--- config.mk ---
export PLATFORM = sky130hd
export DESIGN_NAME = mdio_master
export DESIGN_NICKNAME = d
export VERILOG_FILES = /design/src/rtl/mdio_master.sv
export SDC_FILE = /design/constraint.sdc
export NUM_CORES = 1
export LEC_CHECK = 0
export BUFFER_PORTS_ARGS = -buffer_cell sky130_fd_sc_hd__buf_2
export CORE_UTILIZATION = 60
export DETAILED_ROUTE_END_ITERATION = 8
export GPL_ROUTABILITY_DRIVEN = 0
export GPL_TIMING_DRIVEN = 0
export PLACE_DENSITY = 0.84
export RECOVER_POWER = 100
export SLEW_MARGIN = 30
export SYNTH_ARGS = -nofsm -noshare
export SYNTH_HDL_FRONTEND = slang
export SYNTH_SLANG_ARGS = --single-unit
--- constraint.sdc ---
create_clock -name clk -period 5 [get_ports clk]
set_input_delay 0.5 -clock clk [delete_from_list [all_inputs] [get_ports clk]]
set_output_delay 0.5 -clock clk [all_outputs]
set_load 0.02 [all_outputs]
--- src/rtl/mdio_master.sv ---
module mdio_master #(
  parameter int HALF_DIV = 2
) (
  input  logic        clk,
  input  logic        rst_n,
  input  logic        start,
  input  logic        op_read,
  input  logic        preamble_en,
  input  logic [4:0]  phy_addr,
  input  logic [4:0]  reg_addr,
  input  logic [15:0] wdata,
  input  logic        mdio_i,
  output logic        mdc,
  output logic        mdio_o,
  output logic        mdio_oe,
  output logic        busy,
  output logic        done,
  output logic [15:0] rdata,
  output logic        ta_err
);
  localparam int CW      = (HALF_DIV > 1) ? $clog2(HALF_DIV) : 1;
  localparam int IDLE_B  = 64;
  localparam int TA_B    = 46;
  localparam int DATA_B  = 48;
  localparam int FIRST_B = 32;

  logic [CW-1:0] cnt;
  logic [6:0]    bitn;
  logic          rd_q;
  logic [4:0]    pa_q, ra_q;
  logic [15:0]   wd_q, shreg;
  logic          tabit_q;
  logic [63:0]   frame;
  logic          tick;

  assign tick  = (cnt == CW'(HALF_DIV - 1));
  assign frame = {32'hFFFF_FFFF, 2'b01, rd_q ? 2'b10 : 2'b01, pa_q, ra_q, 2'b10, wd_q};

  assign mdio_o  = (bitn < 7'(IDLE_B)) ? frame[~bitn[5:0]] : 1'b1;
  assign mdio_oe = busy && (bitn < 7'(IDLE_B)) && !(rd_q && bitn >= 7'(TA_B));

  always_ff @(posedge clk or negedge rst_n) begin
    if (!rst_n) begin
      cnt     <= '0;
      bitn    <= 7'(IDLE_B);
      mdc     <= 1'b0;
      busy    <= 1'b0;
      done    <= 1'b0;
      rd_q    <= 1'b0;
      pa_q    <= '0;
      ra_q    <= '0;
      wd_q    <= '0;
      shreg   <= '0;
      tabit_q <= 1'b0;
      rdata   <= '0;
      ta_err  <= 1'b0;
    end else begin
      done <= 1'b0;
      if (!busy) begin
        if (start) begin
          busy <= 1'b1;
          cnt  <= '0;
          mdc  <= 1'b0;
          bitn <= preamble_en ? 7'd0 : 7'(FIRST_B);
          rd_q <= op_read;
          pa_q <= phy_addr;
          ra_q <= reg_addr;
          wd_q <= wdata;
        end
      end else if (!tick) begin
        cnt <= cnt + 1'b1;
      end else begin
        cnt <= '0;
        mdc <= ~mdc;
        if (!mdc) begin
          if (rd_q && bitn == 7'(TA_B + 1))
            tabit_q <= mdio_i;
          if (rd_q && bitn >= 7'(DATA_B) && bitn < 7'(IDLE_B))
            shreg <= {shreg[14:0], mdio_i};
        end else if (bitn == 7'(IDLE_B)) begin
          busy <= 1'b0;
          done <= 1'b1;
          if (rd_q) begin
            rdata  <= shreg;
            ta_err <= tabit_q;
          end
        end else begin
          bitn <= bitn + 7'd1;
        end
      end
    end
  end

  a_r5_mdc_low_idle: assert property (@(posedge clk) disable iff (!rst_n)
    !busy |-> !mdc);

  a_r5_stable_high: assert property (@(posedge clk) disable iff (!rst_n)
    (mdc && $past(mdc)) |-> ($stable(mdio_o) && $stable(mdio_oe)));

  a_r8_done_at_busy_fall: assert property (@(posedge clk) disable iff (!rst_n)
    done |-> (!busy && $past(busy)));

  a_r8_done_single: assert property (@(posedge clk) disable iff (!rst_n)
    done |=> !done);

  a_r9_fields_held: assert property (@(posedge clk) disable iff (!rst_n)
    (busy && $past(busy)) |-> $stable({rd_q, pa_q, ra_q, wd_q}));

  a_r10_result_hold: assert property (@(posedge clk) disable iff (!rst_n)
    !done |-> ($stable(rdata) && $stable(ta_err)));

endmodule

==> Yosys cells after proc, flatten, opt, wreduce, memory -nomap -nowiden <==
Cells that the tools add are included.
{ "classes": {"magnitude_cmp": 4, "shifts": 0, "reduce_logical": 14, "bitwise": 3, "addsub": 2, "eq_ne": 5, "n_mul": 0, "n_div": 0, "mux": 24} }
{ "ops": {"columns": ["op", "n"], "rows": [
  ["7-bit two-way mux", 5],
  ["1-bit two-way mux", 16],
  ["7-bit by 6-bit >= comparator with 1-bit output, second input constant", 2],
  ["4-bit AND reduction", 3],
  ["7-bit by 1-bit adder with 7-bit output, second input constant", 1],
  ["7-bit by 6-bit equality test with 1-bit output, second input constant", 1],
  ["7-bit equality test, second input constant", 1],
  ["6-bit by 7-bit < comparator with 1-bit output, second input constant", 1],
  ["7-bit < comparator, second input constant", 1],
  ["1-bit binary-select mux with 6-bit select", 1],
  ["1-bit logical AND", 6],
  ["6-bit two-way mux", 1],
  ["6-bit NOT", 1],
  ["5-bit AND reduction", 1],
  ["2-bit inequality test, second input constant", 2],
  ["2-bit AND reduction", 2],
  ["2-bit two-way mux", 1],
  ["2-bit by 1-bit inequality test with 1-bit output, second input constant", 1],
  ["1-bit NOT", 2],
  ["2-bit nonzero test", 1],
  ["1-bit adder, second input constant", 1],
  ["1-bit logical NOT", 1]
]} }
{ "totals": {"mem_bits_ro": 0, "elab_cells": 65, "latch_bits": 0, "inputBits": 32, "mem_count": 0, "reg_bits": 72, "ram_bits": 0, "out_inout_bits": 22} }

==> Depth between registers and ports, before layout <==
Gate-level depths: netlist (run 1).
{ "logic_depth": {"word_depth": 5, "mapped_depth": 6, "depth_no_buf": 5} }

==> Least setup slack after synthesis (run 1) <==
OpenSTA, ideal clock, no wires.
{ "synth_path": {"kind": "reg-to-output", "from": "register bitn[0]", "to": "output port mdio_oe", "setup_slack_ns": 2.604, "path_buffers": 1, "t_arrival_ns": 1.896, "stages_incl_launch_ff": 7, "required_ns": 4.500, "path_cell_list": "dfrtp_1 > clkbuf_1 > inv_1 > ha_1 > o211ai_1 > a21oi_1 > nor3b_1"} }
{ "synth_via": {"elab_chain_cells": 4, "word_cells_on_any_way": 6, "cone_classes": "order compare: 2; reduce/logical: 4"} }
{ "synth_rtl": {"columns": ["element", "line", "text"], "rows": [
  ["start: declaration", "28", "logic [6:0] bitn;"],
  ["start signal: assignment", "45", "bitn <= 7'(IDLE_B);"],
  ["start signal: assignment", "64", "bitn <= preamble_en ? 7'd0 : 7'(FIRST_B);"],
  ["start signal: assignment", "88", "bitn <= bitn + 7'd1;"],
  ["7-bit by 6-bit >= comparator with 1-bit output", "40", "assign mdio_oe = busy && (bitn < 7'(IDLE_B)) && !(rd_q && bitn >= 7'(TA_B));"],
  ["1-bit logical AND", "40", null],
  ["1-bit logical NOT", "40", null],
  ["1-bit logical AND (*)", "40", null],
  ["end: declaration", "15", "output logic mdio_oe,"]
]} }
Mark *: on every way between the ends. The rest lies on a longest branch, timed or not.

==> impl_results.md, run 1 <==
* Yosys warning total at 0
* CTS Sinks at 72
* Critical Path Max Stage Delay at 1.56 ns
* Hold_ws at 0.349 ns
* Layout cell share with drive strength beyond 1 at 35.2%
* FP Rows at 26
* First-pass GRT wire length at 9.72 mm
* I/O Pins at 54
* CP Class: input port to asynchronous set/reset pin
* Fill count at 386
* Outcome: finished with violations
* Via count at 2054
* Slew HR at -36.6%
* Leading cell type in the layout, fill and taps excluded: dfrtp_1
* Die ar. at 5630 um^2
* Fin nets at 322
* Sequential-to-total area share from yosys stat at 56.3%
* CP Data Arrival Time at 3.29 ns
* TritonCTS clock tree: built
* 1st-pass router iterations at 4
* Final hold vios at 0
* Failing checks: max-capacitance violations, max-slew violations
* Post-layout instance area at 3630 um^2
* CTS Root Cell: clkbuf_8
* Fmax at 309 MHz
* DRC Markers at 0
* Die X at 75.1 um
* Setup TNS at 0 ns
* Largest net degree at the start of global routing at 41
* Post-CTS sizing at 0
* Final Cycle Share at 64.8%
* Antenna cells at 0
* Critical path capture point type: asynchronous set/reset pin
* Pwr/cell area at 483 nW/um^2
* Vias in the first global route at 2045
* Drt via density at 5.66
* Clock Skew at 0.00481 ns
* CP dominant cell by count: clkbuf_1
* DR iter-0 viols at 89
* GRT overflow at 0
* Cell leakage power at 1.71 nW
* Crit-path cells: clkbuf_1, clkbuf_1
* Max FO, Critical Path at 40
* Unrepaired setup endpoints after global routing: no
* Number of CTS-inserted buffers at 9
* Clock tree buffer depth at 2
* Final Max Slew Viols at 75
* Number of synthesized flops with an enable pin at 0
* Mapped Cells at 223
* GRT Util Overall at 24.4%
* Max-Cap Viols at 2
* WL/cell at 17.1 um
* CTS H-tree lvls at 3
* Multi-input gate area at 1270 um^2
* Main synth FF type: dfrtp_1
* Initial Util at 62.3%
* Async S/R FF share, synth at 100%
* Critical path's top delay family: buffers and inverters
* Detailed Route WL at 6.21 mm
* Die Y at 75.1 um
* CP Launch Type: input port
* Dpl hpwl at 4.23 mm
* Setup repair bufs after CTS at 0
* Setup violations, final at 0
* Peak supply drop at 0.329 mV
* DP Area at 3580 um^2
* Initial antenna violation count at 0
* Hold crit path type: input port to flop
* Post-DRT Antenna Nets at 0
* Hold buffers post-CTS at 0
* Synth Register Bits at 72
* Commonest cells after routing, fill and taps aside: dfrtp_1 (71), mux2_2 (50), clkbuf_1 (37)
* Critical path required time at 5.05 ns
* Synth Cell Area at 3200 um^2
* Critical path's slowest cell: clkbuf_1
* Bufs and invs on worst path at 2
* Register Area at 1800 um^2
* Area grow syn2layout at 13.4%
* Core box area at 5140 um^2
* Final Critical Period at 3.24 ns
* Synth cell types at 41
* Mapped Avg Cell Area at 14.4 um^2
* Worst-Margin Slew at 2.05 ns
* Syn_nets at 257
* Port Buffers at 53
* Worst skew pair latency at 0.35 ns
* Clk pin slew, worst setup/hold paths at 0.07 ns
[area by class of cell]
cell class | instances | area share (%)
clock inverter | 5 | 0.930
multi-input combinational | 135 | 35.0
sequential | 72 | 49.6
buffer | 12 | 1.45
timing repair buffer | 54 | 6.61
inverter | 4 | 0.413
tap | 70 | 2.41
clock buffer | 11 | 3.62
[metal layers]
| layer | vias up | GRT usage, % | wire length [um] |
|---|---|---|---|
| met4 | 0 | 12.4 | 130 |
| met1 | 1046 | 32.1 | 2760 |
| met2 | 62 | 37.6 | 3000 |
| met3 | 11 | 6.29 | 327 |
| met5 | - | 0 | 0 |
| li1 | 935 | - | - |
[final timing paths]
check / start / to / slack, ns / depth (start not counted)
worst min register to register: rdata[8] / rdata[8] / 0.49 / 1
worst max register to register: bitn[6] / rdata[10] / 2.26 / 5
worst max-delay path: rst_n / wd_q[4] / 1.76 / 2
min in group asynchronous: rst_n / rdata[12] / 0.60 / 1
max in group clk: bitn[0] / mdio_o / 1.92 / 6
worst min-delay path: preamble_en / bitn[5] / 0.35 / 2
[cells by family after synthesis]
kind of cell | synth area share (%)
mux | 27.4
xor+xnor | 1.64
compound gates | 3.67
flops | 56.3
simple gates | 7.81
fa+ha+maj | 0.781
buf+inv | 2.42
[per-stage QoR]
| step | util [%] | instances | worst slack (ns) | power, W |
|---|---|---|---|---|
| after floorplan | - | 223 | 2.60 | 0.00123 |
| after global placement | 69.2 | 346 | 2.38 | 0.00134 |
| after detailed placement | 69.6 | 347 | 2.38 | 0.00137 |
| after CTS | 72.8 | 363 | 1.95 | 0.00177 |
| after global routing | 70.7 | 363 | 1.04 | 0.00184 |
| final | 70.7 | 363 | 1.76 | 0.00176 |
[Yosys cell counts, drive strengths merged (2+ instances only)]
library cell  instances  area share (%)
a21oi                 3            0.47
and3                  2            0.39
buf                   4             1.0
clkbuf                8            0.94
dfrtp                71              55
ha                    2            0.78
inv                   4            0.47
mux2                 61              23
mux2i                 4             1.3
mux4                  5             3.5
nand2                 6            0.94
nand2b                3            0.59
nand3                 3            0.47
nand3b                2            0.47
nand4                 4            0.78
nor2                  9             1.1
nor3                  4            0.98
nor3b                 2            0.47
o2111ai               2            0.55
o211ai                2            0.47
o21ai                 2            0.31
xnor2                 3            0.82
xor2                  3            0.82
[power breakdown]
group,internal (W),switching (W),total [W]
clock,0.000179,0.000215,0.000394
sequential,0.000732,0.000115,0.000847
combinational,0.000273,0.000242,0.000515
total,0.00118,0.000571,0.00176
[registers in the layout, summed over array words and instances (netlist names)]
signal / count
mdc: 1
pa_q: 5
shreg: 16
bitn: 7
busy: 1
done: 1
cnt: 1
ta_err: 1
tabit_q: 1
wd_q: 16
rd_q: 1
ra_q: 5
rdata: 16
Power figures use the tool's default switching activity.
==> inputs of run 2 (changes only) <==
--- a/config.mk
+++ b/config.mk
@@ -5,12 +5,13 @@
 export SDC_FILE = /design/constraint.sdc
 export NUM_CORES = 1
 export LEC_CHECK = 0
+export ABC_AREA = 1
 export BUFFER_PORTS_ARGS = -buffer_cell sky130_fd_sc_hd__buf_2
-export CORE_UTILIZATION = 60
+export CORE_UTILIZATION = 56
 export DETAILED_ROUTE_END_ITERATION = 8
 export GPL_ROUTABILITY_DRIVEN = 0
 export GPL_TIMING_DRIVEN = 0
-export PLACE_DENSITY = 0.84
+export PLACE_DENSITY = 0.79
 export RECOVER_POWER = 100
 export SLEW_MARGIN = 30
 export SYNTH_ARGS = -nofsm -noshare
==> constraint.sdc (replaced) <==
create_clock -name clk -period 3.3 [get_ports clk]
set_input_delay 0.33 -clock clk [delete_from_list [all_inputs] [get_ports clk]]
set_output_delay 0.33 -clock clk [all_outputs]
set_load 0.02 [all_outputs]
==> run 2 against run 1 <==
Against the previous run: the run still ends with max-capacitance violations, max-slew violations left; design area up 7.7%; core utilization down 4.6 points; hold slack worse by 0.14 ns; non-clock buffer count up 8; routed wire length up 16%; critical path type is now flop to output pin; critical endpoint is now mdio_o; largest cell class unchanged; highest routed layer unchanged.
==> impl_results.md, run 2 <==
* Met3 routed WL at 237 um
* Hold Startpoint: wdata[7]
* Synth Register Bits at 72
* Die ar. at 6460 um^2
* Post-DRT Antenna Nets at 0
* Setup violations, final at 0
* Top-area cell type share of the netlist area at 51.6%
* Setup TNS at 0 ns
* Area leader, netlist: dfrtp_1
* Area grow syn2layout at 13.7%
* Dpl hpwl at 5.06 mm
* Top-count cell post-synth: nand2_1
* Number of synthesized flops with an enable pin at 0
* Layout cell share with drive strength beyond 1 at 16.4%
* CTS Sinks at 72
* Setup repair bufs after CTS at 0
* Largest registers: rdata: 16 flops, shreg: 16 flops, wd_q: 16 flops
* Max FO, Critical Path at 10
* Critical path required time at 2.97 ns
* Die Y at 80.4 um
* Clk pin slew, worst setup/hold paths at 0.08 ns
* Synth cell types at 30
* Critical path capture point type: output pin
* Most instantiated cells after synthesis: nand2_1 (91), dfrtp_1 (71), inv_1 (46)
* Via count at 2741
* Outcome: finished with violations
* Slew HR at -4.91%
* Fill count at 544
* Antenna cells at 0
* Number of CTS-inserted buffers at 9
* Initial antenna violation count at 0
* 1st-pass router iterations at 4
* Largest net degree at the start of global routing at 46
* CP Data Arrival Time at 2.24 ns
* Core box area at 5920 um^2
* Fin nets at 487
* Sequential-to-total area share from yosys stat at 52.4%
* Launch point of the worst reg-to-reg path: busy
* Final hold vios at 0
* CTS H-tree lvls at 3
* FP Rows at 28
* Post-CTS sizing at 0
* Failing checks: max-capacitance violations, max-slew violations
* Final std cells w/o fill at 532
* Port Buffers at 53
* GRT Util Overall at 24.9%
* WL/cell at 13.5 um
* DR iter-0 viols at 154
* CTS Root Cell: clkbuf_8
* Mapped Cells at 387
* Final Cycle Share at 78.0%
* CP Launch Type: flop
* Setup crit start: bitn[0]
* Mapped Avg Cell Area at 8.89 um^2
* Die X at 80.4 um
* CP Class: flop to output pin
* Max-Cap Viols at 1
* Final Critical Period at 2.57 ns
* Synth Cell Area at 3440 um^2
* Clock Skew at 0.00919 ns
* M1 WL at 3.45 mm
* Met2 wire length at 3.38 mm
* Syn_nets at 421
* TritonCTS clock tree: built
* Final Max Slew Viols at 28
* Peak supply drop at 0.406 mV
* Yosys warning total at 0
* Top sig layer: met4
* Fmax at 389 MHz
* Async S/R FF share, synth at 100%
* Final Core Density at 66.1%
* Cell leakage power at 1.92 nW
* Unrepaired setup endpoints after global routing: no
* Initial Util at 58.1%
* Commonest cells after routing, fill and taps aside: nand2_1 (91), dfrtp_1 (71), inv_1 (51)
* Worst-Margin Slew at 1.57 ns
* GRT overflow at 0
* Top cells by area, synth: dfrtp_1 (52%), nand2_1 (9.9%), o21ai_2 (5.1%), inv_1 (5.0%), nor2_1 (3.9%)
* Main synth FF type: dfrtp_1
* Hold buffers post-CTS at 1
* Drt via density at 5.15
* I/O Pins at 54
* Leading cell type in the layout, fill and taps excluded: nand2_1
* Vias in the first global route at 2597
* DRC Markers at 0
* Pwr/cell area at 682 nW/um^2
* Placed cells at 516
* First-pass GRT wire length at 12.0 mm
* Detailed Route WL at 7.20 mm
* Worst skew pair latency at 0.35 ns
* Clock tree buffer depth at 2
* Hold_ws at 0.206 ns
* Hold crit path type: input port to flop
* Final Power at 0.00267 W
==> run 2: layer usage <==
| layer | GRT usage (%) | vias up |
|---|---|---|
| met2 | 37.0 | 55 |
| li1 | - | 1354 |
| met1 | 35.4 | 1320 |
| met4 | 11.4 | 0 |
| met5 | 0 | - |
| met3 | 4.20 | 12 |
==> run 2: worst max-delay path, stage by stage, from the launching register on <==
cell,delay (ns)
dfrtp_1,0.38
buf_4,0.19
inv_1,0.20
clkbuf_1,0.40
nand2_1,0.10
nand3_1,0.10
nand3_1,0.08
nand3_1,0.09
nand2_1,0.06
nor2_1,0.08
nand2_1,0.06
buf_2,0.15
==> run 2: final timing paths <==
kind | end | slack [ns] | cells past startpoint
max reg2reg | wd_q[14] | 0.78 | 7
min | wd_q[7] | 0.21 | 2
min in group asynchronous | pa_q[1] | 0.90 | 2
max | mdio_o | 0.73 | 11
min reg2reg | ta_err | 0.49 | 2
max in group asynchronous | rdata[14] | 1.48 | 2
==> run 2: cell families after synthesis <==
group / count (synthesis) / synth area share [%]
DFF: 72 / 52.4
AOI/OAI and AO/OA: 67 / 12.1
muxes: 9 / 2.91
and+or+nand+nor: 163 / 20.9
buffers and inverters: 70 / 9.93
adders and majority gates: 2 / 0.727
xor gates and xnor gates: 4 / 1.02
==> run 2: final cells by class <==
cell class	instances	area (um^2)	share of cell area, %
clock buffers	10	128	3.26
repair buffers	55	277	7.07
well taps	75	93.8	2.40
clock inverters	5	106	2.72
inverters	51	191	4.89
multi-input cells	245	1220	31.1
plain buffers	19	96.3	2.46
flip-flops and latches	72	1800	46.1
==> run 2: power by group <==
part           internal [W]  switching (W)  total [W]
clock              0.000499       0.000332   0.000832
sequential         0.000991      0.0000682    0.00106
combinational      0.000269       0.000506   0.000776
total               0.00176       0.000907    0.00267
==> run 2: through the flow <==
stage	cell area, um^2	setup slack, ns
6_report	3910	0.727
3_5_place_dp	3830	1.37
3_3_place_gp	3800	1.39
4_1_cts	4070	0.984
2_1_floorplan	3440	1.49
5_1_grt	3910	0.552
